<file path="src/rtl/lpcrc_pkg.sv">
package lpcrc_pkg;

  localparam int unsigned WORD_BYTES = 4;
  localparam int unsigned WORD_W     = 8 * WORD_BYTES;
  localparam int unsigned HALF_W     = WORD_W / 2;
  localparam int unsigned KEEP_W     = WORD_BYTES;

  localparam logic [15:0] CRC_POLY = 16'h1021;
  localparam logic [15:0] CRC_SEED = 16'hFFFF;

  localparam logic [KEEP_W-1:0] KEEP_FULL = '1;
  localparam logic [KEEP_W-1:0] KEEP_HALF = {{(KEEP_W/2){1'b1}}, {(KEEP_W/2){1'b0}}};

  // Advance the CRC register over 16 data bits, most significant bit first.
  function automatic logic [15:0] crc16_step(input logic [15:0] cur,
                                             input logic [15:0] din);
    logic [15:0] r;
    logic        fb;
    r = cur;
    for (int k = 15; k >= 0; k--) begin
      fb = r[15] ^ din[k];
      r  = {r[14:0], 1'b0};
      if (fb) r = r ^ CRC_POLY;
    end
    return r;
  endfunction

endpackage

</file>
<file path="src/rtl/lpcrc_word_crc.sv">
// Combinational CRC over one 32-bit word.
// Also gives the residue after the upper half, which is where the embedded
// CRC ends.
module lpcrc_word_crc
  import lpcrc_pkg::*;
#(
  parameter int unsigned MASK_BITS = 6
) (
  input  logic [15:0]       crc_in,
  input  logic [WORD_W-1:0] word,
  input  logic              mask_hdr,
  output logic [15:0]       crc_mid,
  output logic [15:0]       crc_full
);

  logic [HALF_W-1:0] hi_eff;

  generate
    if (MASK_BITS == 0) begin : g_nomask
      assign hi_eff = word[WORD_W-1:HALF_W];
    end else begin : g_mask
      localparam logic [HALF_W-1:0] HDR_KEEP = {HALF_W{1'b1}} >> MASK_BITS;
      assign hi_eff = mask_hdr ? (word[WORD_W-1:HALF_W] & HDR_KEEP)
                               : word[WORD_W-1:HALF_W];
    end
  endgenerate

  always_comb begin
    crc_mid  = crc16_step(crc_in, hi_eff);
    crc_full = crc16_step(crc_mid, word[HALF_W-1:0]);
  end

endmodule

</file>
<file path="src/rtl/lpcrc_track.sv">
// Per-packet state: word index, running CRC, and the sticky embedded-CRC error.
module lpcrc_track
  import lpcrc_pkg::*;
#(
  parameter int unsigned EMB_BYTES = 80,
  parameter int unsigned MASK_BITS = 6
) (
  input  logic              clk,
  input  logic              rst,
  input  logic              take,
  input  logic              in_sop,
  input  logic              in_eop,
  input  logic [WORD_W-1:0] in_word,
  output logic              at_emb,
  output logic              end_bad
);

  localparam int unsigned EMB_WORD = EMB_BYTES / WORD_BYTES;
  localparam int unsigned IDX_MAX  = EMB_WORD + 1;
  localparam int unsigned IDX_W    = $clog2(IDX_MAX + 1);

  logic [IDX_W-1:0] idx_q, idx_cur;
  logic [15:0]      crc_q, crc_cur, crc_mid, crc_full;
  logic             err_q, err_cur;

  assign idx_cur = in_sop ? '0 : idx_q;
  assign crc_cur = in_sop ? CRC_SEED : crc_q;

  lpcrc_word_crc #(.MASK_BITS(MASK_BITS)) u_crc (
    .crc_in   (crc_cur),
    .word     (in_word),
    .mask_hdr (in_sop),
    .crc_mid  (crc_mid),
    .crc_full (crc_full)
  );

  // The embedded CRC exists only when the packet runs past word EMB_WORD.
  assign at_emb  = (idx_cur == IDX_W'(EMB_WORD)) && !in_eop;
  assign err_cur = (in_sop ? 1'b0 : err_q) | (at_emb && (crc_mid != 16'h0000));
  assign end_bad = err_cur | (crc_full != 16'h0000);

  always_ff @(posedge clk) begin
    if (rst) begin
      idx_q <= '0;
      crc_q <= CRC_SEED;
      err_q <= 1'b0;
    end else if (take) begin
      crc_q <= crc_full;
      err_q <= err_cur;
      idx_q <= (idx_cur == IDX_W'(IDX_MAX)) ? idx_cur : idx_cur + 1'b1;
    end
  end

endmodule

</file>
<file path="src/rtl/lpcrc_align.sv">
// Output register with a half-word holding register for realignment.
module lpcrc_align
  import lpcrc_pkg::*;
(
  input  logic              clk,
  input  logic              rst,
  input  logic              take,
  input  logic              drop,
  input  logic [WORD_W-1:0] in_word,
  input  logic              in_sop,
  input  logic              in_eop,
  input  logic              end_bad,
  input  logic              out_ready,
  output logic              slot_free,
  output logic              flush_pend,
  output logic              out_valid,
  output logic [WORD_W-1:0] out_data,
  output logic [KEEP_W-1:0] out_keep,
  output logic              out_sop,
  output logic              out_eop,
  output logic              out_crc_err
);

  logic              shift_q, flush_q, flush_err_q;
  logic [HALF_W-1:0] hold_q;

  assign slot_free  = !out_valid || out_ready;
  assign flush_pend = flush_q;

  always_ff @(posedge clk) begin
    if (rst) begin
      out_valid   <= 1'b0;
      out_data    <= '0;
      out_keep    <= '0;
      out_sop     <= 1'b0;
      out_eop     <= 1'b0;
      out_crc_err <= 1'b0;
      shift_q     <= 1'b0;
      flush_q     <= 1'b0;
      flush_err_q <= 1'b0;
      hold_q      <= '0;
    end else begin
      if (slot_free) out_valid <= 1'b0;
      if (flush_q && slot_free) begin
        out_valid   <= 1'b1;
        out_data    <= {hold_q, {HALF_W{1'b0}}};
        out_keep    <= KEEP_HALF;
        out_sop     <= 1'b0;
        out_eop     <= 1'b1;
        out_crc_err <= flush_err_q;
        flush_q     <= 1'b0;
        shift_q     <= 1'b0;
      end else if (take) begin
        if (drop) begin
          hold_q  <= in_word[HALF_W-1:0];
          shift_q <= 1'b1;
        end else if (shift_q) begin
          out_valid   <= 1'b1;
          out_data    <= {hold_q, in_word[WORD_W-1:HALF_W]};
          out_keep    <= KEEP_FULL;
          out_sop     <= 1'b0;
          out_eop     <= 1'b0;
          out_crc_err <= 1'b0;
          hold_q      <= in_word[HALF_W-1:0];
          if (in_eop) begin
            flush_q     <= 1'b1;
            flush_err_q <= end_bad;
          end
        end else begin
          out_valid   <= 1'b1;
          out_data    <= in_word;
          out_keep    <= KEEP_FULL;
          out_sop     <= in_sop;
          out_eop     <= in_eop;
          out_crc_err <= in_eop && end_bad;
        end
      end
    end
  end

endmodule

</file>
<file path="src/rtl/lp_crc_strip.sv">
module lp_crc_strip
  import lpcrc_pkg::*;
#(
  parameter int unsigned EMB_BYTES = 80,
  parameter int unsigned MASK_BITS = 6
) (
  input  logic              clk,
  input  logic              rst,
  input  logic              cfg_strip,
  input  logic              in_valid,
  output logic              in_ready,
  input  logic [WORD_W-1:0] in_data,
  input  logic              in_sop,
  input  logic              in_eop,
  output logic              out_valid,
  input  logic              out_ready,
  output logic [WORD_W-1:0] out_data,
  output logic [KEEP_W-1:0] out_keep,
  output logic              out_sop,
  output logic              out_eop,
  output logic              out_crc_err
);

  logic take, at_emb, end_bad, slot_free, flush_pend;

  assign in_ready = slot_free && !flush_pend;
  assign take     = in_valid && in_ready;

  lpcrc_track #(.EMB_BYTES(EMB_BYTES), .MASK_BITS(MASK_BITS)) u_track (
    .clk     (clk),
    .rst     (rst),
    .take    (take),
    .in_sop  (in_sop),
    .in_eop  (in_eop),
    .in_word (in_data),
    .at_emb  (at_emb),
    .end_bad (end_bad)
  );

  lpcrc_align u_align (
    .clk         (clk),
    .rst         (rst),
    .take        (take),
    .drop        (at_emb && cfg_strip),
    .in_word     (in_data),
    .in_sop      (in_sop),
    .in_eop      (in_eop),
    .end_bad     (end_bad),
    .out_ready   (out_ready),
    .slot_free   (slot_free),
    .flush_pend  (flush_pend),
    .out_valid   (out_valid),
    .out_data    (out_data),
    .out_keep    (out_keep),
    .out_sop     (out_sop),
    .out_eop     (out_eop),
    .out_crc_err (out_crc_err)
  );

endmodule

</file>
<file path="config.mk">
export PLATFORM = sky130hd
export DESIGN_NAME = lp_crc_strip
export DESIGN_NICKNAME = d
export VERILOG_FILES = /design/src/rtl/lpcrc_pkg.sv /design/src/rtl/lpcrc_word_crc.sv /design/src/rtl/lpcrc_track.sv /design/src/rtl/lpcrc_align.sv /design/src/rtl/lp_crc_strip.sv
export SDC_FILE = /design/constraint.sdc
export NUM_CORES = 1
export LEC_CHECK = 0
export CAP_MARGIN = 20
export CORE_ASPECT_RATIO = 1.2
export CORE_MARGIN = 2
export CORE_UTILIZATION = 40
export CTS_CLUSTER_DIAMETER = 200
export DETAILED_ROUTE_END_ITERATION = 8
export GPL_TIMING_DRIVEN = 0
export PLACE_DENSITY = 0.63
export SYNTH_ARGS = -nofsm -noshare
export SYNTH_HDL_FRONTEND = slang
export SYNTH_SLANG_ARGS = --single-unit
</file>
<file path="constraint.sdc">
create_clock -name clk -period 9.1 [get_ports clk]
set_input_delay 1.82 -clock clk [delete_from_list [all_inputs] [get_ports clk]]
set_output_delay 1.82 -clock clk [all_outputs]
set_load 0.01 [all_outputs]
</file>
# Yosys cells after proc, flatten, opt, wreduce, memory -nomap -nowiden

Cells that the tools add are included.

Add/subtract/negate cells: 1
Eq/ne operators: 3
Mux-type cells: 59
Bitwise gates (word level): 68
Reductions and logical operators: 22

Operators with widths:

| operator            | number |
|---|---|
| $mux 13             | 32 |
| $mux 32             | 4 |
| $not 3->3           | 32 |
| $mux 16             | 4 |
| $reduce_bool 16->1  | 2 |
| $xor 1x1->1         | 32 |
| $mux 1              | 14 |
| $mux 4              | 3 |
| $eq 5x5->1 const B  | 2 |
| $mux 5              | 2 |
| $logic_and 1x1->1   | 7 |
| $reduce_and 2->1    | 3 |
| $add 5x1->5 const B | 1 |
| $reduce_and 5->1    | 1 |
| $reduce_and 4->1    | 1 |
| $reduce_bool 2->1   | 2 |
| $logic_not 1->1     | 3 |
| $reduce_and 3->1    | 1 |
| $ne 2x2->1 const B  | 1 |
| $not 1->1           | 2 |
| $or 1x1->1          | 2 |
| $reduce_or 2->1     | 1 |
| $logic_or 1x1->1    | 1 |

Bits in registers: 80
Output and inout bits: 41

# Logic depth before layout (Yosys ltp)

Gate-level depths: netlist of run 1.

Depth in word-level cells: 72
Gate-level depth with buffers: 13
Gate-level depth less buffers: 9

# Cells and area by module

Synthesis of run 1 repeated with hierarchy kept, for this count alone.

Cells, all modules: 568
Area total of the unflattened synthesis: 5888.1 µm²

Modules (own cells, without submodules):

| module         | instances | cells each | area an instance (µm²) | sequential area each (µm²) |
|---|---|---|---|---|
| lpcrc_align    | 1         | 317        | 3180.6                 | 1141.1 |
| lpcrc_word_crc | 1         | 122        | 1542.7                 | 0.0 |
| lpcrc_track    | 1         | 126        | 1143.6                 | 440.4 |
| lp_crc_strip   | 1         | 3          | 21.3                   | 0.0 |

# Worst setup path before layout of run 1

No wires, ideal clock.

Kind: input port to flip-flop
Start: input in_data[28]
End: register u_align.flush_err_q
Library setup time: 86 ps
Arrival time: 4260 ps
Required time: 9014 ps
Slack: 4755 ps
Stages on the path: 9
Cells stage by stage: xnor2_1 > mux2_2 > xnor3_1 > xnor3_1 > xor3_1 > inv_1 > and3_1 > o2111a_1 > a211oi_1

Cells in the longest elaborated chain, start to end: 35

Ends and longest elaborated chain:

| element               | line                 | text |
|---|---|---|
| start, declared       | lp_crc_strip.sv:12   | `input logic [WORD_W-1:0] in_data,` |
| $mux 16 *             | lpcrc_word_crc.sv:23 | `assign hi_eff = mask_hdr ? (word[WORD_W-1:HALF_W] & HDR_KEEP)` |
| $xor 1x1->1 *         | lpcrc_pkg.sv:21      | `fb = r[15] ^ din[k];` |
| $mux 13 *             | lpcrc_pkg.sv:23      | `if (fb) r = r ^ CRC_POLY;` |
| $mux 13 (3 in series) | lpcrc_pkg.sv:23      |  |
| $mux 13 *             | lpcrc_pkg.sv:23      |  |
| $not 3->3 (no line)   | -                    |  |
| $mux 13 (7 in series) | lpcrc_pkg.sv:23      |  |
| $not 3->3 (no line)   | -                    |  |
| $mux 13               | lpcrc_pkg.sv:23      |  |
| $xor 1x1->1           | lpcrc_pkg.sv:21      |  |
| $mux 13 (5 in series) | lpcrc_pkg.sv:23      |  |
| $not 3->3 (no line)   | -                    |  |
| $mux 13 (7 in series) | lpcrc_pkg.sv:23      |  |
| $not 3->3 (no line)   | -                    |  |
| $mux 13               | lpcrc_pkg.sv:23      |  |
| $reduce_bool 16->1    | lpcrc_track.sv:40    | `assign end_bad = err_cur \| (crc_full != 16'h0000);` |
| $or 1x1->1 *          | lpcrc_track.sv:40    |  |
| end signal, assigned  | lpcrc_align.sv:67    | `flush_err_q <= end_bad;` |
| end, declared         | lpcrc_align.sv:24    | `logic shift_q, flush_q, flush_err_q;` |

Mark *: on every way between the ends. The rest lies on a longest branch, timed or not.
A chain may end at the register's enable or synchronous reset.

# Final worst setup path of run 1

Start: input out_ready
End: output in_ready

Cells in the longest elaborated chain, start to end: 2

Ends and longest elaborated chain:

| element           | line               | text |
|---|---|---|
| start, declared   | lp_crc_strip.sv:16 | `input logic out_ready,` |
| $logic_or 1x1->1  | lpcrc_align.sv:27  | `assign slot_free = !out_valid \|\| out_ready;` |
| $logic_and 1x1->1 | lp_crc_strip.sv:26 | `assign in_ready = slot_free && !flush_pend;` |
| end, declared     | lp_crc_strip.sv:11 | `output logic in_ready,` |

No other way between the ends.

==> results of run 1 <==
-- path summary, 6_finish.rpt --
check / to / slack, ps / from
max: in_ready / 4050 / out_ready
min: u_align.hold_q[15] / 450 / u_align.hold_q[15]
max reg2reg: u_align.flush_err_q / 5750 / u_track.crc_q[12]
min reg2reg: u_align.hold_q[15] / 450 / u_align.hold_q[15]
-- power by group through the flow --
stage | Clock (W) | Sequential, W | Combinational [W]
global route | 0.000368 | 0.000431 | 0.00183
floorplan | 0 | 0.000429 | 0.00135
detailed placement | 0 | 0.000433 | 0.00169
finish | 0.000349 | 0.000426 | 0.00172
global placement | 0 | 0.000432 | 0.00168
CTS | 0.000354 | 0.000426 | 0.00171
-- final cells by class --
cell class / instances / share of cell area [%]
Timing Repair Buffer: 72 / 11.7
Inverter: 5 / 0.305
Clock inverter: 7 / 0.977
Tap cell: 161 / 3.28
Clock buffer: 9 / 3.66
Multi-Input combinational cell: 420 / 51.2
Buffer: 39 / 3.09
Sequential cell: 79 / 25.7
-- registers in the layout, summed over array words and instances (netlist names) --
signal               flops
u_track.crc_q           16
u_align.out_sop          1
u_align.flush_err_q      1
u_align.shift_q          1
u_align.out_valid        1
u_track.idx_q            5
u_align.out_eop          1
u_align.out_keep         2
u_align.flush_pend       1
u_align.hold_q          16
u_align.out_data        32
u_track.err_q            1
u_align.out_crc_err      1
-- cell families (layout without fill, tap and decap cells) --
group,count (synthesis),after routing,synth area share [%]
compound gates,94,94,12.5
xor+xnor,111,111,26.2
fa+ha+maj,3,3,0.760
buf+inv,44,132,4.23
flops,79,79,32.0
mux,43,43,9.04
simple gates,169,169,15.2
-- cells in the mapped netlist, types with 3 or more instances --
cell / count
clkbuf_1: 30
xor3_4: 4
nand2b_1: 4
xnor2_4: 3
mux2_2: 3
ha_1: 3
inv_1: 5
nand3_1: 3
nor2_1: 80
a211o_1: 8
a211oi_1: 35
xor2_1: 24
and3_1: 5
xnor2_2: 3
nand2_1: 43
o21ai_1: 4
dfxtp_1: 79
a21oi_1: 30
nor2b_1: 10
and2_1: 3
nand3b_1: 4
nor3_1: 7
xnor3_1: 6
o21ai_0: 9
buf_4: 3
mux2i_1: 39
xnor2_1: 65
-- through the flow --
stage / setup WS [ps] / hold WS (ps) / area [sq um] / std cells
2_1_floorplan: 4750 / 436 / 4940 / 543
3_3_place_gp: 3760 / 441 / 5860 / 776
3_5_place_dp: 3750 / 446 / 5860 / 776
4_1_cts: 4060 / 454 / 6150 / 792
5_1_grt: 3920 / 470 / 6150 / 792
6_report: 4050 / 454 / 6150 / 792
-- worst reg2reg max path, cell delays in order (launching register included) --
cell      delay (ps)
dfxtp_1          330
xnor2_1          380
mux2_2           420
xnor3_1          490
xnor3_1          520
xor3_1           360
inv_1            100
and3_1           190
o2111a_1         260
a211oi_1         220
-- routing by layer --
metal	vias up	share of wire (%)
met5	-	0
met4	0	3.0
met3	25	4.2
met2	109	52
met1	1912	41
li1	2013	-
==> out/qor.yml, run 1 <==
clockPowerShare_pct: 14.0
synth_edf_count: 0
cts.sinks: 79
path_buf_inv: 2
holdCritPathClass: "reg2reg"
gp_congestion: 0.896
syn_nets: 585
path_cells: "clkdlybuf4s50_1 > nand2b_1 > nor2b_1 > clkdlybuf4s50_1"
io_buffer_count: 72
worstMarginPinSlew_ps: 827
yosysSeqAreaShare_pct: 32.0
path_clk_slew_ps: 60
cp.arrival_ps: 3230
slowest_stage: "clkdlybuf4s50_1"
drtAntennaViolNets: 0
skew_ps: 11.0
place_hpwl_microns: 11500
timing.final.crit_share_pct: 55.5
cts_tree: "yes"
rsz0062_at_grt: "false"
ff2ff_path_depth: 9
cts_max_path_buffers: 2
fin_nets: 668
fmax_ghz: 0.198
finalSetupViolCount: 0
status: "finished clean"
nFillCells: 1105
htreeDepth: 3
hold_path_depth: 2
syn_area_per_cell_sq_um: 9.10
grt_util_met3_pct: 1.92
synth_top_area_share_pct: 32.0
critPathMaxFanout: 4
synth.area.top_cells: "dfxtp_1, xnor2_1, mux2i_1"
drt_pass1_iterations: 5
regArea_sq_mm: 0.00158
numCtsBuffers: 9
power.switching_w: 0.00110
grt_pass1_wl_microns: 22400
rows: 44
cpMostUsedCell: "clkdlybuf4s50_1"
synthFlopType: "dfxtp_1"
chipWidth_microns: 105
core_sq_mm: 0.0121
drc: 0
p_leak_nw: 2.39
gr-total-overflow: 0
power_density_mw_per_mm2: 406
grt_pass1_vias: 4128
ys_seq_elements: 79
antenna_found_initial: 0
worst_slew_margin_rel_pct: 44.7
fin_crit_ps: 5050
drt_iter0_drc: 274
cts_setup_buffers: 0
grt_usage_pct: 22.2
drive_gt1_share_pct: 6.81
synthCells: 543
hold_buffers: 0
grt_use_met2_pct: 40.3
wl_per_cell_microns: 18.1
ioPinCount: 80
cts_resized: 0
crit_path_start_kind: "primary input"
insertion_delay_ps: 350
layout.cells.most_common_list: "nor2_1, dfxtp_1, clkdlybuf4s50_1, xnor2_1, nand2_1"
cap_viol_max_count: 0
initial_core_util_pct: 41.0
cp_top_family: "buffers and inverters"
ir_drop_mv: 0.297
synth_cell_types: 51
yosys.area.top_type: "dfxtp_1"
p_int_w: 0.00140
die_area_sq_mm: 0.0133
max_stage_delay_ps: 600
layout_commonest_cell: "nor2_1"
p_comb_share_pct: 69.0
syn_area_sq_mm: 0.00494
final_util_pct: 51.0
hold_viol: 0
multi_input_area_sq_mm: 0.00315
setup_tns_ps: 0
use_met1_pct: 26.5
crit_cells: 4
die_y_microns: 126
busiest_layer: "met2"
synth-async-reset-ratio_pct: 0
sw_frac_of_total_pct: 44.1
maxSlewViolCount: 0
vias_per_cell: 5.13
cp.required_ps: 7280
seqPwrFrac_pct: 17.1
criticalPathCategory: "in2out"
num_antenna_cells: 0
totalPowerFinal_w: 0.00250
vias: 4059
grt_start_max_net_pins: 17
totalWireLength_microns: 14400
area_growth_pct: 24.4
endpoint_kind: "primary output"
root_buffer: "clkbuf_16"
ys_warn_count: 0
Power figures use the tool's default switching activity.
==> run 2: changes to the inputs <==
PLACE_DENSITY = 0.65   (was 0.63)
clock period = 4.1 ns   (was 9.1 ns; I/O delays follow)
==> run 2 against run 1 <==
  * Sequential share of layout area is 0.23 points lower
  * Combinational power is 120% higher
  * Die area stayed put
  * Clock power grew to 2.6 times the previous value
  * Wire length is 0.44% higher
  * Worst hold slack better by 2.4 ps
  * Non-clock buffer count stayed put
  * Clock skew is 2.5 ps lower
  * Final cell count stayed put
  * Flip-flop and latch count stayed put
  * Count of clock-buffer cells in the layout stayed put
  * Global-route usage is 0.26 points lower
  * Critical path type is now in2reg
==> out/qor.yml, run 2 (same netlist as run 1, synthesis figures left out) <==
wl_per_cell_microns: 18.2  # +0.44%
p_leak_nw: 2.43  # +1.7%
vias: 4038  # -0.52%
fmax_ghz: 0.255
num_antenna_cells: 0  # unchanged
path_clk_slew_ps: 70  # about the same
die_y_microns: 126  # unchanged
worst_slew_margin_rel_pct: 40.0  # -4.6 points
slowest_stage: "clkdlybuf4s50_1"
grt_usage_pct: 21.9  # -0.26 points
area_growth_pct: 25.6
chipWidth_microns: 105  # unchanged
insertion_delay_ps: 350  # about the same
gr-total-overflow: 0  # unchanged
placed_area_sq_mm: 0.00586  # unchanged
ioPinCount: 80  # unchanged
drt_pass1_iterations: 4  # -1
crit_path_start_kind: "primary input"
regMostFlops: "u_align.out_data"
numCtsBuffers: 9  # unchanged
r2r-end: "u_align.out_crc_err"
timing.final.crit_share_pct: 95.6
hold_path_depth: 2  # unchanged
power_density_mw_per_mm2: 916  # +130%
largest_reg_flops: 32  # unchanged
p_int_w: 0.00322  # +130%
place_hpwl_microns: 11400  # -0.68%
root_buffer: "clkbuf_16"
layout.cells.most_common_list: "nor2_1, dfxtp_1, clkdlybuf4s50_1, xnor2_1, nand2_1"
finalSetupViolCount: 0  # unchanged
initial_core_util_pct: 41.0  # unchanged
ff2ff_path_depth: 9  # unchanged
antenna_found_initial: 0  # unchanged
holdCritStartpoint: "u_align.hold_q[5]"
grt_pass1_wl_microns: 22000  # -1.7%
totalWireLength_microns: 14400  # +0.44%
core_sq_mm: 0.0121  # unchanged
vias_per_cell: 5.10  # -0.52%
ir_drop_mv: 0.493  # +66%
rows: 44  # unchanged
drtAntennaViolNets: 0  # unchanged
status: "finished clean"
fin_cells: 792  # unchanged
clockPowerShare_pct: 16.0  # +2.0 points
power.switching_w: 0.00246  # +120%
p_comb_share_pct: 67.3  # -1.7 points
cts.sinks: 79  # unchanged
cts_tree: "yes"
gp_congestion: 0.930  # +3.8%
r2r_setup_slack_ps: 830  # -4920 ps
skew_ps: 8.47  # -2.48 ps
hold_viol: 0  # unchanged
die_area_sq_mm: 0.0133  # unchanged
cap_viol_max_count: 0  # unchanged
max_stage_delay_ps: 510  # -90 ps
maxSlewViolCount: 0  # unchanged
seqPwrFrac_pct: 16.7  # -0.4 points
endpoint_kind: "flip-flop"
drive_gt1_share_pct: 6.97  # +0.16 points
drc: 0  # unchanged
grt_start_max_net_pins: 17  # unchanged
sw_frac_of_total_pct: 43.3  # -0.87 points
cp_top_family: "XOR/XNOR gates"
post-place-cells: 776  # unchanged
critPathMaxFanout: 6  # +2
fin_nets: 668  # unchanged
layout_commonest_cell: "nor2_1"
path_cells: "clkdlybuf4s50_1 > xnor2_1 > mux2_2 > xnor3_1 > xnor3_1 > xor3_1 > inv_1 > and3_1 > o2111a_1 > a41oi_1"
drt_iter0_drc: 115  # -58%
holdPathEnd: "u_align.hold_q[5]"
criticalPathCategory: "in2reg"
cts_max_path_buffers: 2  # unchanged
cp.required_ps: 4370  # -2910 ps
cpMostUsedCell: "xnor3_1"
final_area_sq_mm: 0.00620  # +0.92%
path_buf_inv: 2  # unchanged
htreeDepth: 3  # unchanged
grt_pass1_vias: 4038  # -2.2%
holdCritPathClass: "reg2reg"
fin_crit_ps: 3920
reg2reg_from: "u_track.crc_q[11]"
largestRegisters: "u_align.out_data x32, u_align.hold_q x16, u_track.crc_q x16"
io_buffer_count: 72  # unchanged
cp.arrival_ps: 4190  # +960 ps
worstMarginPinSlew_ps: 896  # +68.8 ps
[run 2: changes by cell type in the layout (fill, tap and decap cells not counted)]
| cell | delta |
|---|---|
| inv_8 | +1 |
| xnor2_2 | +1 |
| clkinv_4 | +1 |
| clkinvlp_4 | -3 |
| xnor2_1 | -1 |
| bufinv_16 | +2 |
| inv_6 | -1 |
[run 2: timing repair]
item | 4_1_cts | 5_1_grt
setup endpoints to repair | 0 | 5
hold buffers | 0 | 0
resized for setup | 0 | 1
setup buffers | 0 | 0
[run 2: power groups by stage]
stage,sequential [W],combinational (W),clock [W]
after floorplan,0.000952,0.00300,0
after global placement,0.000960,0.00375,0
after detailed placement,0.000963,0.00375,0
after CTS,0.000946,0.00381,0.000913
after global routing,0.000960,0.00413,0.000950
final,0.000950,0.00382,0.000907
[run 2: area by class of cell]
| class | count | area (sq um) |
|---|---|---|
| fillers | 1161 | 5850 |
| multi-input cells | 420 | 3160 |
| flip-flops and latches | 79 | 1580 |
| repair buffers | 72 | 721 |
| clock buffers | 9 | 225 |
| well taps | 161 | 201 |
| plain buffers | 39 | 190 |
| clock inverters | 7 | 109 |
| inverters | 5 | 18.8 |
[run 2: worst reg2reg max path, cell delays in order (launching register included)]
cell	delay, ps
dfxtp_1	340
xnor2_1	500
xor3_1	350
mux2i_1	150
xnor2_1	540
xor2_1	560
nor4b_1	100
and3_2	230
o2111a_1	170
a41oi_1	230
[run 2: worst max-delay path by stage]
stage	startpoint	endpoint	slack (ps)	depth (start not counted)
2_1_floorplan	in_data[28]	u_align.flush_err_q	750	9
3_3_place_gp	in_data[31]	u_align.out_crc_err	-260	10
3_5_place_dp	in_data[31]	u_align.out_crc_err	-230	10
4_1_cts	in_data[31]	u_align.flush_err_q	110	10
5_1_grt	in_sop	u_align.hold_q[15]	-2	13
6_report	in_data[28]	u_align.out_crc_err	180	10
[run 2: through the flow]
step / hold WS [ps] / util, % / power [W] / setup TNS, ps / setup WS (ps)
2_1_floorplan: 436 / - / 0.00395 / 0 / 755
4_1_cts: 455 / 51.4 / 0.00567 / 0 / 106
5_1_grt: 471 / 51.5 / 0.00604 / -2.22 / -2.22
6_report: 456 / 51.5 / 0.00568 / 0 / 179
3_3_place_gp: 442 / 48.6 / 0.00471 / -1150 / -255
3_5_place_dp: 447 / 48.6 / 0.00472 / -1300 / -227
[run 2: routing by layer]
layer	GRT usage, %	share of wire, %	vias to the layer above
met1	25.3	41	1902
met3	2.48	4.4	23
met5	0	0	-
met4	8.94	2.3	0
met2	40.6	52	105
li1	-	-	2008
